**src/rtl/irqenc_pkg.sv**
```systemverilog
package irqenc_pkg;

  // Strobes sent from the access decoder to the datapath
  typedef struct packed {
    logic maskWr;  // load the enable mask this edge
    logic rdVec;   // drive the encoded vector onto read data
    logic rdMask;  // drive the enable mask onto read data
  } irqenc_strb_t;

endpackage

```
**src/rtl/irqenc_ctrl.sv**
```systemverilog
module irqenc_ctrl
  import irqenc_pkg::*;
#(
  parameter int unsigned ADDR_W   = 12,
  parameter int unsigned VEC_OFS  = 0,
  parameter int unsigned MASK_OFS = 2
) (
  input  logic [ADDR_W-1:0] busAddr,
  input  logic              busWrEn,
  input  logic              busRdEn,
  output irqenc_strb_t      strb
);

  localparam logic [ADDR_W-1:0] VecAddr  = ADDR_W'(VEC_OFS);
  localparam logic [ADDR_W-1:0] MaskAddr = ADDR_W'(MASK_OFS);

  logic hitVec;
  logic hitMask;

  // The full offset is compared, so odd and aliased offsets decode as unmapped
  assign hitVec  = (busAddr == VecAddr);
  assign hitMask = (busAddr == MaskAddr);

  always_comb begin
    strb        = '0;
    strb.maskWr = busWrEn & hitMask;
    strb.rdVec  = busRdEn & hitVec;
    strb.rdMask = busRdEn & hitMask;
  end

endmodule

```
**src/rtl/irqenc_datapath.sv**
```systemverilog
module irqenc_datapath
  import irqenc_pkg::*;
#(
  parameter int unsigned NUM_LINES = 16,
  parameter int unsigned DATA_W    = 16,
  parameter int unsigned MASK_RST  = 32'h0010,
  parameter int unsigned VEC_SHIFT = 2
) (
  input  logic                 clk,
  input  logic                 rstN,
  input  logic [NUM_LINES-1:0] lineIn,
  input  logic [DATA_W-1:0]    busWrData,
  input  irqenc_strb_t         strb,
  output logic [DATA_W-1:0]    rdData,
  output logic                 irqOut,
  output logic [NUM_LINES-1:0] srcBits,
  output logic [NUM_LINES-1:0] maskBits
);

  localparam logic [NUM_LINES-1:0] MaskInit = NUM_LINES'(MASK_RST);

  logic [NUM_LINES-1:0] pendBits;
  logic [DATA_W-1:0]    vecCode;

  // One source flop per line, each following its line level
  for (genvar g = 0; g < NUM_LINES; g++) begin : gSrc
    always_ff @(posedge clk or negedge rstN) begin
      if (!rstN) srcBits[g] <= 1'b0;
      else       srcBits[g] <= lineIn[g];
    end
  end

  always_ff @(posedge clk or negedge rstN) begin
    if (!rstN)            maskBits <= MaskInit;
    else if (strb.maskWr) maskBits <= busWrData[NUM_LINES-1:0];
  end

  assign pendBits = srcBits & maskBits;
  assign irqOut   = |pendBits;

  // Fixed priority: scanning downward leaves the lowest set index in place
  always_comb begin
    vecCode = '0;
    for (int i = NUM_LINES - 1; i >= 0; i--) begin
      if (pendBits[i]) vecCode = DATA_W'((i + 1) << VEC_SHIFT);
    end
  end

  always_comb begin
    if (strb.rdVec)       rdData = vecCode;
    else if (strb.rdMask) rdData = DATA_W'(maskBits);
    else                  rdData = '0;
  end

endmodule

```
**src/rtl/lbus_irq_encoder.sv**
```systemverilog
module lbus_irq_encoder
  import irqenc_pkg::*;
#(
  parameter int unsigned NUM_LINES = 16,
  parameter int unsigned DATA_W    = 16,
  parameter int unsigned ADDR_W    = 12,
  parameter int unsigned VEC_OFS   = 0,
  parameter int unsigned MASK_OFS  = 2,
  parameter int unsigned MASK_RST  = 32'h0010,
  parameter int unsigned VEC_SHIFT = 2
) (
  input  logic                 clk,
  input  logic                 rstN,
  input  logic [NUM_LINES-1:0] lineIn,
  input  logic [ADDR_W-1:0]    busAddr,
  input  logic                 busWrEn,
  input  logic [DATA_W-1:0]    busWrData,
  input  logic                 busRdEn,
  output logic [DATA_W-1:0]    busRdData,
  output logic                 irqOut
);

  irqenc_strb_t         strb;
  logic [NUM_LINES-1:0] srcBits;
  logic [NUM_LINES-1:0] maskBits;

  irqenc_ctrl #(
    .ADDR_W  (ADDR_W),
    .VEC_OFS (VEC_OFS),
    .MASK_OFS(MASK_OFS)
  ) uCtrl (
    .busAddr(busAddr),
    .busWrEn(busWrEn),
    .busRdEn(busRdEn),
    .strb   (strb)
  );

  irqenc_datapath #(
    .NUM_LINES(NUM_LINES),
    .DATA_W   (DATA_W),
    .MASK_RST (MASK_RST),
    .VEC_SHIFT(VEC_SHIFT)
  ) uDp (
    .clk      (clk),
    .rstN     (rstN),
    .lineIn   (lineIn),
    .busWrData(busWrData),
    .strb     (strb),
    .rdData   (busRdData),
    .irqOut   (irqOut),
    .srcBits  (srcBits),
    .maskBits (maskBits)
  );

endmodule

```
**config.mk**
```make
export PLATFORM = sky130hd
export DESIGN_NAME = lbus_irq_encoder
export DESIGN_NICKNAME = d
export VERILOG_FILES = /design/src/rtl/irqenc_pkg.sv /design/src/rtl/irqenc_ctrl.sv /design/src/rtl/irqenc_datapath.sv /design/src/rtl/lbus_irq_encoder.sv
export SDC_FILE = /design/constraint.sdc
export NUM_CORES = 1
export LEC_CHECK = 0
export ABC_AREA = 1
export BUFFER_PORTS_ARGS = -buffer_cell sky130_fd_sc_hd__buf_2
export CAP_MARGIN = 40
export CELL_PAD_IN_SITES_DETAIL_PLACEMENT = 1
export CELL_PAD_IN_SITES_GLOBAL_PLACEMENT = 1
export CORE_UTILIZATION = 36
export DETAILED_ROUTE_END_ITERATION = 7
export GPL_ROUTABILITY_DRIVEN = 0
export PLACE_DENSITY = 0.9
export RECOVER_POWER = 50
export SETUP_SLACK_MARGIN = 0.15
export SYNTH_ARGS = -nofsm -noshare
export SYNTH_HDL_FRONTEND = slang
export SYNTH_SLANG_ARGS = --single-unit
```
**constraint.sdc**
```tcl
create_clock -name clk -period 3.55 [get_ports clk]
set_clock_uncertainty 0.15 [all_clocks]
set_input_delay 0.355 -clock clk [delete_from_list [all_inputs] [get_ports clk]]
set_output_delay 0.355 -clock clk [all_outputs]
set_load 0.02 [all_outputs]
```
# After elaboration in Yosys (flattened, before gate mapping)
# Cells that the tools add are included.
# W data, S select, Z words.
[classes]
eq_ne = 1
mux = 18
bitwise = 4
reduce_logical = 2
[ops]
columns = ["operator", "count"]
rows = [
  ["$mux W16", 17],
  ["$and A16 B16 Y16", 1],
  ["$reduce_or A16 Y1", 1],
  ["$eq A12 B2 Y1 const B", 1],
  ["$logic_not A12 Y1", 1],
  ["$mux W7", 1],
  ["$and A1 B1 Y1", 3],
]
[totals]
register_bits = 32
input_bits = 48

# Depth between registers and ports, before layout
# Gate-level depths: netlist of run 1.
[logic_depth]
ltp_word = 18
mapped_depth = 18

# Cells and area by module
# Synthesis of run 1 repeated with hierarchy kept, for this count alone.
[hier_totals]
cells_unflattened = 177
area_unflattened_um2 = 1435.1
[modules_own_cells]
columns = ["module", "instances", "cells_each", "area_per_inst_um2", "seq_area_each_um2"]
rows = [
  ["irqenc_datapath", 1, 158, 1353.8, 802.0],
  ["irqenc_ctrl", 1, 19, 81.3, 0.0],
]

# Least setup slack after synthesis of run 1
# No wires, ideal clock.
[synth_path]
path_kind = "input to output"
startpoint = "input busAddr[3]"
endpoint = "output busRdData[6]"
t_arrival_ns = 1.571
required_time_ns = 3.045
path_slack_ns = 1.474
cell_stages = 8
path_cell_list = "or2_4 > nor4_4 > nand2_1 > inv_1 > nand2_1 > nor2_2 > nand2_1 > o31ai_2"
[synth_between]
elab_chain_len = 4
[synth_lines]
columns = ["item", "line_no", "text"]
rows = [
  ["start, declared", "lbus_irq_encoder.sv:15", "input logic [ADDR_W-1:0] busAddr,"],
  ["$eq A12 B2 Y1", "irqenc_ctrl.sv:22", "assign hitMask = (busAddr == MaskAddr);"],
  ["$and A1 B1 Y1", "irqenc_ctrl.sv:28", "strb.rdMask = busRdEn & hitMask;"],
  ["$mux W16", "irqenc_datapath.sv:51", "else if (strb.rdMask) rdData = DATA_W'(maskBits);"],
  ["$mux W16 (*)", "irqenc_datapath.sv:50", "if (strb.rdVec) rdData = vecCode;"],
  ["end, declared", "lbus_irq_encoder.sv:19", "output logic [DATA_W-1:0] busRdData,"],
]
# Every way passes the cells marked *; elsewhere a longest branch is shown, timed or not.

# Worst setup path in the final report of run 1
[layout_path]
startpoint = "register uDp.maskBits[14]"
endpoint = "output busRdData[2]"
[layout_between]
elab_chain_len = 17
[layout_lines]
columns = ["item", "line_no", "text"]
rows = [
  ["start, declared", "irqenc_datapath.sv:17", "output logic [NUM_LINES-1:0] maskBits"],
  ["start signal, assigned", "irqenc_datapath.sv:34", "if (!rstN) maskBits <= MaskInit;"],
  ["start signal, assigned", "irqenc_datapath.sv:35", "else if (strb.maskWr) maskBits <= busWrData[NUM_LINES-1:0];"],
  ["$and A16 B16 Y16", "irqenc_datapath.sv:38", "assign pendBits = srcBits & maskBits;"],
  ["$mux W16 (15 in a row)", "irqenc_datapath.sv:45", "if (pendBits[i]) vecCode = DATA_W'((i + 1) << VEC_SHIFT);"],
  ["$mux W16", "irqenc_datapath.sv:50", ""],
]
# Every way passes these cells.

==> results of run 1 <==
## routing by layer
layer  vias up  GRT usage (%)  wire length (um)
met5         -              0                 0
met4         0          6.915                55
met3         6          4.655               189
met2        36          33.55              2006
met1       622          21.53              1483
li1        642              -                 -
## state kept, by name (all words and copies together), names as in the netlist
signal,cells
uDp.srcBits,16
uDp.maskBits,16
## per-stage QoR
stage	instances	hold WS (ns)	power, W	util, %
after floorplan	161	-0.09059	0.0004021	-
after global placement	270	0.2813	0.0004387	48.19
after detailed placement	270	0.2976	0.0004416	48.19
after CTS	278	0.0007535	0.0007807	51.02
after global routing	278	0.02177	0.0008026	50.99
final	278	0.03146	0.0007708	50.99
## cells by family (layout without fill, tap and decap cells)
group / after synthesis / count (layout)
muxes: 5 / 5
DFF: 32 / 32
AOI/OAI and AO/OA: 18 / 18
and+or+nand+nor: 87 / 87
buffers and inverters: 19 / 88
## placed cells by master (no fill, tap or decap), types with 2 or more instances in the layout
cell       n
dfrtp_1   31
nor2_2    10
nor4_1     2
a21oi_1   12
clkbuf_1   2
nor2_1    19
mux2_2     5
clkbuf_8   5
buf_2     63
inv_1     15
nand2_1   48
## cell type report
type / instances / area [um^2]
tap: 48 / 60.06
clock buffer: 6 / 72.57
multi-input combinational: 110 / 588.1
clock inverter: 2 / 35.03
sequential: 32 / 802.0
timing repair buffer: 64 / 319.1
fill: 485 / 1862
inverter: 16 / 60.06
## power groups by stage
| stage | clock, W | combinational (W) | sequential, W |
|---|---|---|---|
| 3_3_place_gp | 0 | 0.0000544 | 0.000384 |
| 2_1_floorplan | 0 | 0.0000183 | 0.000384 |
| 5_1_grt | 0.000361 | 0.0000632 | 0.000378 |
| 3_5_place_dp | 0 | 0.0000568 | 0.000385 |
| 6_report | 0.000337 | 0.0000555 | 0.000378 |
| 4_1_cts | 0.000346 | 0.0000571 | 0.000378 |
## path summary, 6_finish.rpt
check                                      start              end  slack, ns
max in group asynchronous                   rstN   uDp.srcBits[5]       1.91
worst min register to register   uDp.maskBits[3]  uDp.maskBits[3]       0.39
worst max register to register   uDp.maskBits[6]  uDp.maskBits[6]       2.62
min in group asynchronous                   rstN   uDp.srcBits[8]       0.37
worst min-delay path                  lineIn[14]  uDp.srcBits[14]       0.03
worst max-delay path            uDp.maskBits[14]     busRdData[2]       1.21
==> results.json, run 1 <==
{
  "timing.critical_path.cells": "nand2_1, inv_1, nand2_1, nand2_1, nand2_1, nand2_1, nand2_1, nand2_1, nand2_1, nand2_1, nand2_1, nand2_1, nand2_1, nand2_1, nand2_1, nand2_1, nand2_1, nand2_1, buf_2",
  "synth_mux_area_share_pct": 3.827,
  "place_ws_ns": 1.203,
  "rr_worst_depth": 1,
  "path_clk_slew_ns": 0.07,
  "synth_simple_gate_area_share_pct": 28.91,
  "cts_max_path_buffers": 2,
  "p_per_area_nw_per_um2": 398.0,
  "max_freq_mhz": 426.9,
  "avgSynthCellArea_um2": 9.139,
  "yosysMostFrequentCell": "nand2_1",
  "grt_setup_unrepaired": "no",
  "synth-main-ff-cell": "dfrtp_1",
  "crit_path_end_kind": "output pin",
  "ys_seq_elements": 32,
  "worstHoldPathType": "input port to register",
  "yosysWarnings": 0,
  "postPlaceCellArea_um2": 1831,
  "cts_setup_buffers": 0,
  "synth_nets": 209,
  "vias": 1306,
  "yosys.area.top_type_share_pct": 52.72,
  "seq_area_frac_synth_pct": 54.51,
  "hold_buffers": 0,
  "p_int_w": 0.0006085,
  "power.static_leakage_nw": 1.109,
  "period_needed_ns": 2.342,
  "cp_top_family": "simple AND/OR/NAND/NOR gates",
  "clock_latency_ns": 0.28,
  "cp_max_fo": 2,
  "grt_pass1_vias": 1332,
  "hold_path_depth": 1,
  "max_slew_margin_pct": -13.24,
  "grt_max_degree": 33,
  "pwr-share-clk_pct": 43.8,
  "synth_compound_area_share_pct": 7.228,
  "pin_count": 65,
  "grt_usage_pct": 18.81,
  "comb_power_share_pct": 7.2,
  "h-tree-depth": 2,
  "fin_nets": 277,
  "worstMarginPinSlew_ns": 1.699,
  "cts.sinks": 32,
  "routed_wl_mm": 3.733,
  "cts_made_buffers": 5,
  "yosys.area.top_type": "dfrtp_1",
  "synth-edff-count": 0,
  "grt_pass1_wl_mm": 6.023,
  "p_sw_w": 0.0001623,
  "port_buffers": 64,
  "viasPerCell": 4.698,
  "synth_area_um2": 1471,
  "cp_slowest_cell": "dfrtp_1",
  "status": "complete, but fails checks",
  "cp_num_buf_inv": 2,
  "slowest_delay_ns": 0.41,
  "drc_errors": 0,
  "synthAdderAreaFrac_pct": 0,
  "die_w_um": 65.93,
  "ys_top_cells_by_count": "48 x nand2_1, 31 x dfrtp_1, 19 x nor2_1",
  "cp.depth": 19,
  "post-route-period-util_pct": 65.98,
  "finalHoldViolCount": 0,
  "die_area_um2": 4347,
  "crit_path_start_kind": "register",
  "drtPass1Iterations": 4,
  "ir_drop_mv": 0.3219,
  "ys_async_sr_fraction_pct": 100.0,
  "rows": 22,
  "dp_hpwl_mm": 2.919,
  "cts-root-buf": "clkbuf_8",
  "synth_xor_area_share_pct": 0,
  "synth_cell_type_count": 26,
  "tns_ns": 0,
  "num_antenna_cells": 0,
  "final_area_um2": 1937,
  "cts_resized": 0,
  "seqPwrFrac_pct": 49.0,
  "critical_path_required_ns": 3.04,
  "initial_utilization_pct": 38.74,
  "arrival_ns": 1.84,
  "setup_viol": 0,
  "path_class": "register to output pin",
  "synth_area_leaders": "dfrtp_1 53%, nand2_1 12%, nor2_1 4.8%",
  "routedWlPerCell_um": 13.43,
  "netlist_instances": 161,
  "synth_top_family_by_area": "simple AND/OR/NAND/NOR gates",
  "drive_gt1_share_pct": 41.30,
  "fin_ws_ns": 1.208,
  "core_um2": 3799,
  "die_h_um": 65.93,
  "maxCapViolations": 1,
  "overflow": 0,
  "syn_to_final_growth_pct": 31.63,
  "slew_viol_final": 33,
  "switching_share_pct": 21.05,
  "ant_nets": 0,
  "drt_iter0_markers": 25,
  "critPathMostFrequentCell": "nand2_1",
  "failed_checks": "max-capacitance violations, max-slew violations",
  "antenna_found_initial": 0,
  "cts_tree": "yes"
}
Note: power is estimated with default switching activity, not from simulation.
==> inputs of run 2 (changes only) <==
CORE_UTILIZATION = 30   (was 36)
PLACE_DENSITY = 0.8   (was 0.9)
clock period = 2.08 ns   (was 3.55 ns; I/O delays follow)
==> run 2 against run 1 <==
The run ends with negative setup slack left. Non-clock buffer count is 29 higher. Utilization is 2.4 points lower. Wire length is 12% higher. Worst setup slack worse by 1.3 ns. Sequential power is 71% higher. Count of clock-buffer cells in the layout stayed put. Via count is 7.0% higher. Die area is 19% higher. Register-to-register slack worse by 1.5 ns. Sequential cell count stayed put. Combinational power is 140% higher. Largest cell class unchanged.
==> results.json, run 2 (synthesized netlist as in run 1, its figures left out) <==
{
  "fin_ws_ns": -0.07788,
  "h-tree-depth": 2,
  "grt_setup_unrepaired": "yes",
  "power.static_leakage_nw": 1.248,
  "cts-root-buf": "clkbuf_8",
  "cts_tree": "yes",
  "finalHoldViolCount": 0,
  "fin_total_pwr_w": 0.001364,
  "place_ws_ns": 0.1346,
  "rows": 25,
  "period_needed_ns": 2.158,
  "grt_usage_pct": 16.95,
  "initial_utilization_pct": 31.15,
  "path_clk_slew_ns": 0.07,
  "highest-signal-layer": "met4",
  "drc_errors": 0,
  "port_buffers": 64,
  "wl_met2_mm": 2.325,
  "syn_to_final_growth_pct": 56.04,
  "ir_drop_mv": 0.2947,
  "maxCapViolations": 0,
  "drt-met1-wl_mm": 1.612,
  "path_class": "register to output pin",
  "cts_max_path_buffers": 2,
  "pin_count": 65,
  "vias": 1398,
  "grt_pass1_vias": 1523,
  "drtPass1Iterations": 5,
  "status": "complete, but fails checks",
  "grt_pass1_wl_mm": 6.561,
  "max_freq_mhz": 463.4,
  "crit_path_start_kind": "register",
  "reg_top3": "uDp.maskBits x16, uDp.srcBits x16",
  "crit_path_end_kind": "output pin",
  "post-route-period-util_pct": 103.7,
  "dp_hpwl_mm": 2.823,
  "worstHoldPathType": "input port to register",
  "failed_checks": "negative setup slack",
  "cp_max_fo": 2,
  "tns_ns": -0.1232,
  "cts_made_buffers": 5,
  "routed_wl_mm": 4.173,
  "worstMarginPinSlew_ns": 0.8061,
  "clock_latency_ns": 0.28,
  "fin_cells": 327,
  "ant_nets": 0,
  "drt_iter0_markers": 37,
  "viasPerCell": 4.275,
  "core_um2": 4723,
  "fin_nets": 307,
  "die_w_um": 72.04,
  "final_common_cell": "buf_2",
  "slew_viol_final": 0,
  "arrival_ns": 1.80,
  "antenna_found_initial": 0,
  "critical_path_required_ns": 1.72,
  "die_area_um2": 5189,
  "p_per_area_nw_per_um2": 594.1,
  "placed_cells": 292,
  "routedWlPerCell_um": 12.76,
  "grt_max_degree": 33,
  "num_antenna_cells": 0,
  "wl_met3_um": 190,
  "drive_gt1_share_pct": 45.00,
  "setup_viol": 2,
  "overflow": 0,
  "cts.sinks": 32,
  "die_h_um": 72.04,
  "mostFrequentLayoutCells": "53 x buf_2, 44 x nand2_1, 31 x dfrtp_1",
  "max_slew_margin_pct": 46.26
}
[run 2: critical path: stages (launching register included)]
cell and delay, ns:
dfrtp_1 0.36, nand2_2 0.07, buf_4 0.13, buf_4 0.12
nand2_1 0.09, a31oi_1 0.09, nor2_1 0.11, nor2_1 0.05
nor2_1 0.14, nor2_1 0.07, o21ai_1 0.11, buf_4 0.15
[run 2: metal layers]
| layer | global-route usage, % | vias to the layer above |
|---|---|---|
| met5 | 0 | - |
| met4 | 7.843 | 0 |
| met3 | 4.583 | 4 |
| met2 | 31.34 | 36 |
| met1 | 17.87 | 661 |
| li1 | - | 697 |
[run 2: where the power goes]
group | internal (W) | total, W | switching [W]
registers | 0.000639 | 0.000645 | 0.00000537
logic | 0.0000719 | 0.000131 | 0.0000590
clock network | 0.000355 | 0.000588 | 0.000233
[run 2: layout make-up]
class | instances | area (um^2)
Tap cell | 67 | 83.83
Timing Repair Buffer | 93 | 618.1
Fill cell | 573 | 2427
Sequential cell | 32 | 802.0
Timing Repair inverter | 1 | 6.256
Clock buffer | 6 | 72.57
Inverter | 16 | 65.06
Multi-Input combinational cell | 110 | 613.1
Clock inverter | 2 | 35.03
[run 2: stage by stage]
step           utilization, %  area (um^2)  hold slack, ns
6_report                48.61         2296        0.009985
3_3_place_gp            39.74         1877          0.1423
2_1_floorplan               -         1471         -0.2376
3_5_place_dp            39.74         1877          0.1648
5_1_grt                 48.61         2296        0.001316
4_1_cts                 46.65         2203       0.0004309
[run 2: repair_timing]
item,CTS,global route
hold buffers,19,0
buffers inserted,2,5
endpoints found under the setup margin,8,17
cloned,0,1
pin swaps,3,8
gates resized for setup,6,20
hold endpoints to repair,49,0
[run 2: worst paths after layout]
check | startpoint | end | slack [ns] | depth (start not counted)
max | uDp.maskBits[14] | busRdData[3] | -0.08 | 11
min | busWrData[2] | uDp.maskBits[2] | 0.01 | 2
max reg2reg | uDp.maskBits[14] | uDp.maskBits[14] | 1.14 | 3
min reg2reg | uDp.maskBits[2] | uDp.maskBits[2] | 0.40 | 1
max in group asynchronous | rstN | uDp.srcBits[13] | 0.87 | 2
min in group asynchronous | rstN | uDp.maskBits[3] | 0.39 | 2
==> inputs of run 3 (changes only) <==
PLACE_DENSITY = default   (was 0.8)
PLACE_DENSITY_LB_ADDON = 0.05   (was default)
==> run 3 against run 2 <==
Sequential cell count is the same. The flow still finishes with violations (negative setup slack). Die area is the same. Sequential power is essentially flat. Register-to-register slack lost 0.09 ns. Via count grew 4.4%. Utilization grew 5.5 points. Total power grew 1.4%. Global-route usage grew 0.10 points. Combinational power grew 4%.
==> results.json, run 3 (synthesized netlist as in run 1, its figures left out) <==
{
  "initial_utilization_pct": 31.15,
  "path_class": "register to output pin",
  "p_per_area_nw_per_um2": 541.7,
  "vias": 1459,
  "grt_usage_pct": 17.05,
  "drt_iter0_markers": 35,
  "final_area_um2": 2554,
  "postPlaceCellArea_um2": 1877,
  "drc_errors": 0,
  "cp_max_fo": 2,
  "critical_path_required_ns": 1.72,
  "slew_viol_final": 0,
  "clock_latency_ns": 0.28,
  "worstMarginPinSlew_ns": 0.8224,
  "cts-root-buf": "clkbuf_8",
  "power.static_leakage_nw": 1.332,
  "fin_total_pwr_w": 0.001383,
  "fill_cells": 539,
  "post-route-period-util_pct": 100.7,
  "failed_checks": "negative setup slack",
  "reg_top3": "uDp.maskBits x16, uDp.srcBits x16",
  "routedWlPerCell_um": 13.45,
  "grt_max_degree": 33,
  "grt_pass1_wl_mm": 6.699,
  "path_clk_slew_ns": 0.07,
  "overflow": 0,
  "num_antenna_cells": 0,
  "die_h_um": 72.04,
  "crit_path_start_kind": "register",
  "dp_hpwl_mm": 2.961,
  "tns_ns": -0.01381,
  "arrival_ns": 1.74,
  "grt_pass1_vias": 1511,
  "rows": 25,
  "cts_made_buffers": 5,
  "cts.sinks": 32,
  "die_area_um2": 5189,
  "viasPerCell": 4.381,
  "cts_tree": "yes",
  "fin_ws_ns": -0.01381,
  "period_needed_ns": 2.094,
  "pin_count": 65,
  "finalHoldViolCount": 0,
  "drive_gt1_share_pct": 49.25,
  "drtPass1Iterations": 2,
  "worstHoldPathType": "input port to register",
  "routed_wl_mm": 4.478,
  "cts_max_path_buffers": 2,
  "syn_to_final_growth_pct": 73.55,
  "max_freq_mhz": 477.6,
  "crit_path_end_kind": "output pin",
  "port_buffers": 64,
  "r2r_setup_slack_ns": 1.05,
  "mostFrequentLayoutCells": "46 x buf_2, 38 x nand2_1, 31 x dfrtp_1",
  "final_common_cell": "buf_2",
  "antenna_found_initial": 0,
  "ant_nets": 0,
  "die_w_um": 72.04,
  "maxCapViolations": 0,
  "fin_nets": 313,
  "fin_util_pct": 54.07,
  "ir_drop_mv": 0.2596,
  "h-tree-depth": 2,
  "status": "complete, but fails checks",
  "setup_viol": 1,
  "max_slew_margin_pct": 45.17,
  "hold_ws_ns": 0.007828,
  "grt_setup_unrepaired": "yes",
  "core_um2": 4723
}
-- run 3: area by class of cell --
cell class                 instances  area, um^2  share of cell area [%]
clock inverter                     3       42.54                   1.666
sequential                        32       802.0                   31.41
clock buffer                       5       68.82                   2.695
tap                               67       83.83                   3.283
timing repair buffer              99       753.2                   29.50
multi-input combinational        110       724.4                   28.37
timing repair inverter             1       6.256                  0.2450
inverter                          16       72.57                   2.842
-- run 3: final timing paths --
check,depth (start not counted),start,end
min,2,busWrData[6],uDp.maskBits[6]
max,19,uDp.maskBits[14],busRdData[2]
max in group asynchronous,2,rstN,uDp.maskBits[15]
min reg2reg,1,uDp.maskBits[2],uDp.maskBits[2]
max reg2reg,2,uDp.maskBits[5],uDp.maskBits[5]
min in group asynchronous,2,rstN,uDp.maskBits[5]
-- run 3: where the power goes --
part / switching (W) / leakage, nW / internal [W]
Sequential: 0.00000643 / 0.349 / 0.000639
Clock: 0.000248 / 0.0541 / 0.000354
Combinational: 0.0000607 / 0.929 / 0.0000749
-- run 3: through the flow --
| stage | setup WS [ns] | cells |
|---|---|---|
| global placement | 0.1693 | 292 |
| floorplan | 0.2983 | 161 |
| finish | -0.01381 | 333 |
| CTS | -0.07121 | 323 |
| global route | -0.2343 | 333 |
| detailed placement | 0.1241 | 292 |
-- run 3: metal layers --
metal  track usage (%)  vias up  wire length, um
met4             5.229        0               46
met1             19.32      698             1789
li1                  -      715                -
met5                 0        -                0
met3             4.861        7              186
met2             31.03       39             2455
-- run 3: critical path, stage by stage, from the launching register on --
cell     delay (ns)
dfrtp_1        0.40
nand2_2        0.07
inv_1          0.04
nand2_1        0.04
nand2_1        0.05
nand2_1        0.06
nand2_1        0.05
nand2_1        0.06
nand2_1        0.05
nand2_1        0.05
nand2_1        0.05
nand2_1        0.05
nand2_1        0.05
nand2_1        0.06
nand2_1        0.05
nand2_1        0.05
nand2_1        0.04
nand2_1        0.05
nand2_1        0.06
buf_6          0.13
-- run 3: timing repair --
action	in CTS	in global routing
gates resized for setup	14	61
endpoints found under the setup margin	11	17
gates cloned	0	1
hold buffers	21	0
pin swaps	11	12
hold endpoints to repair	51	0
setup buffers	2	9
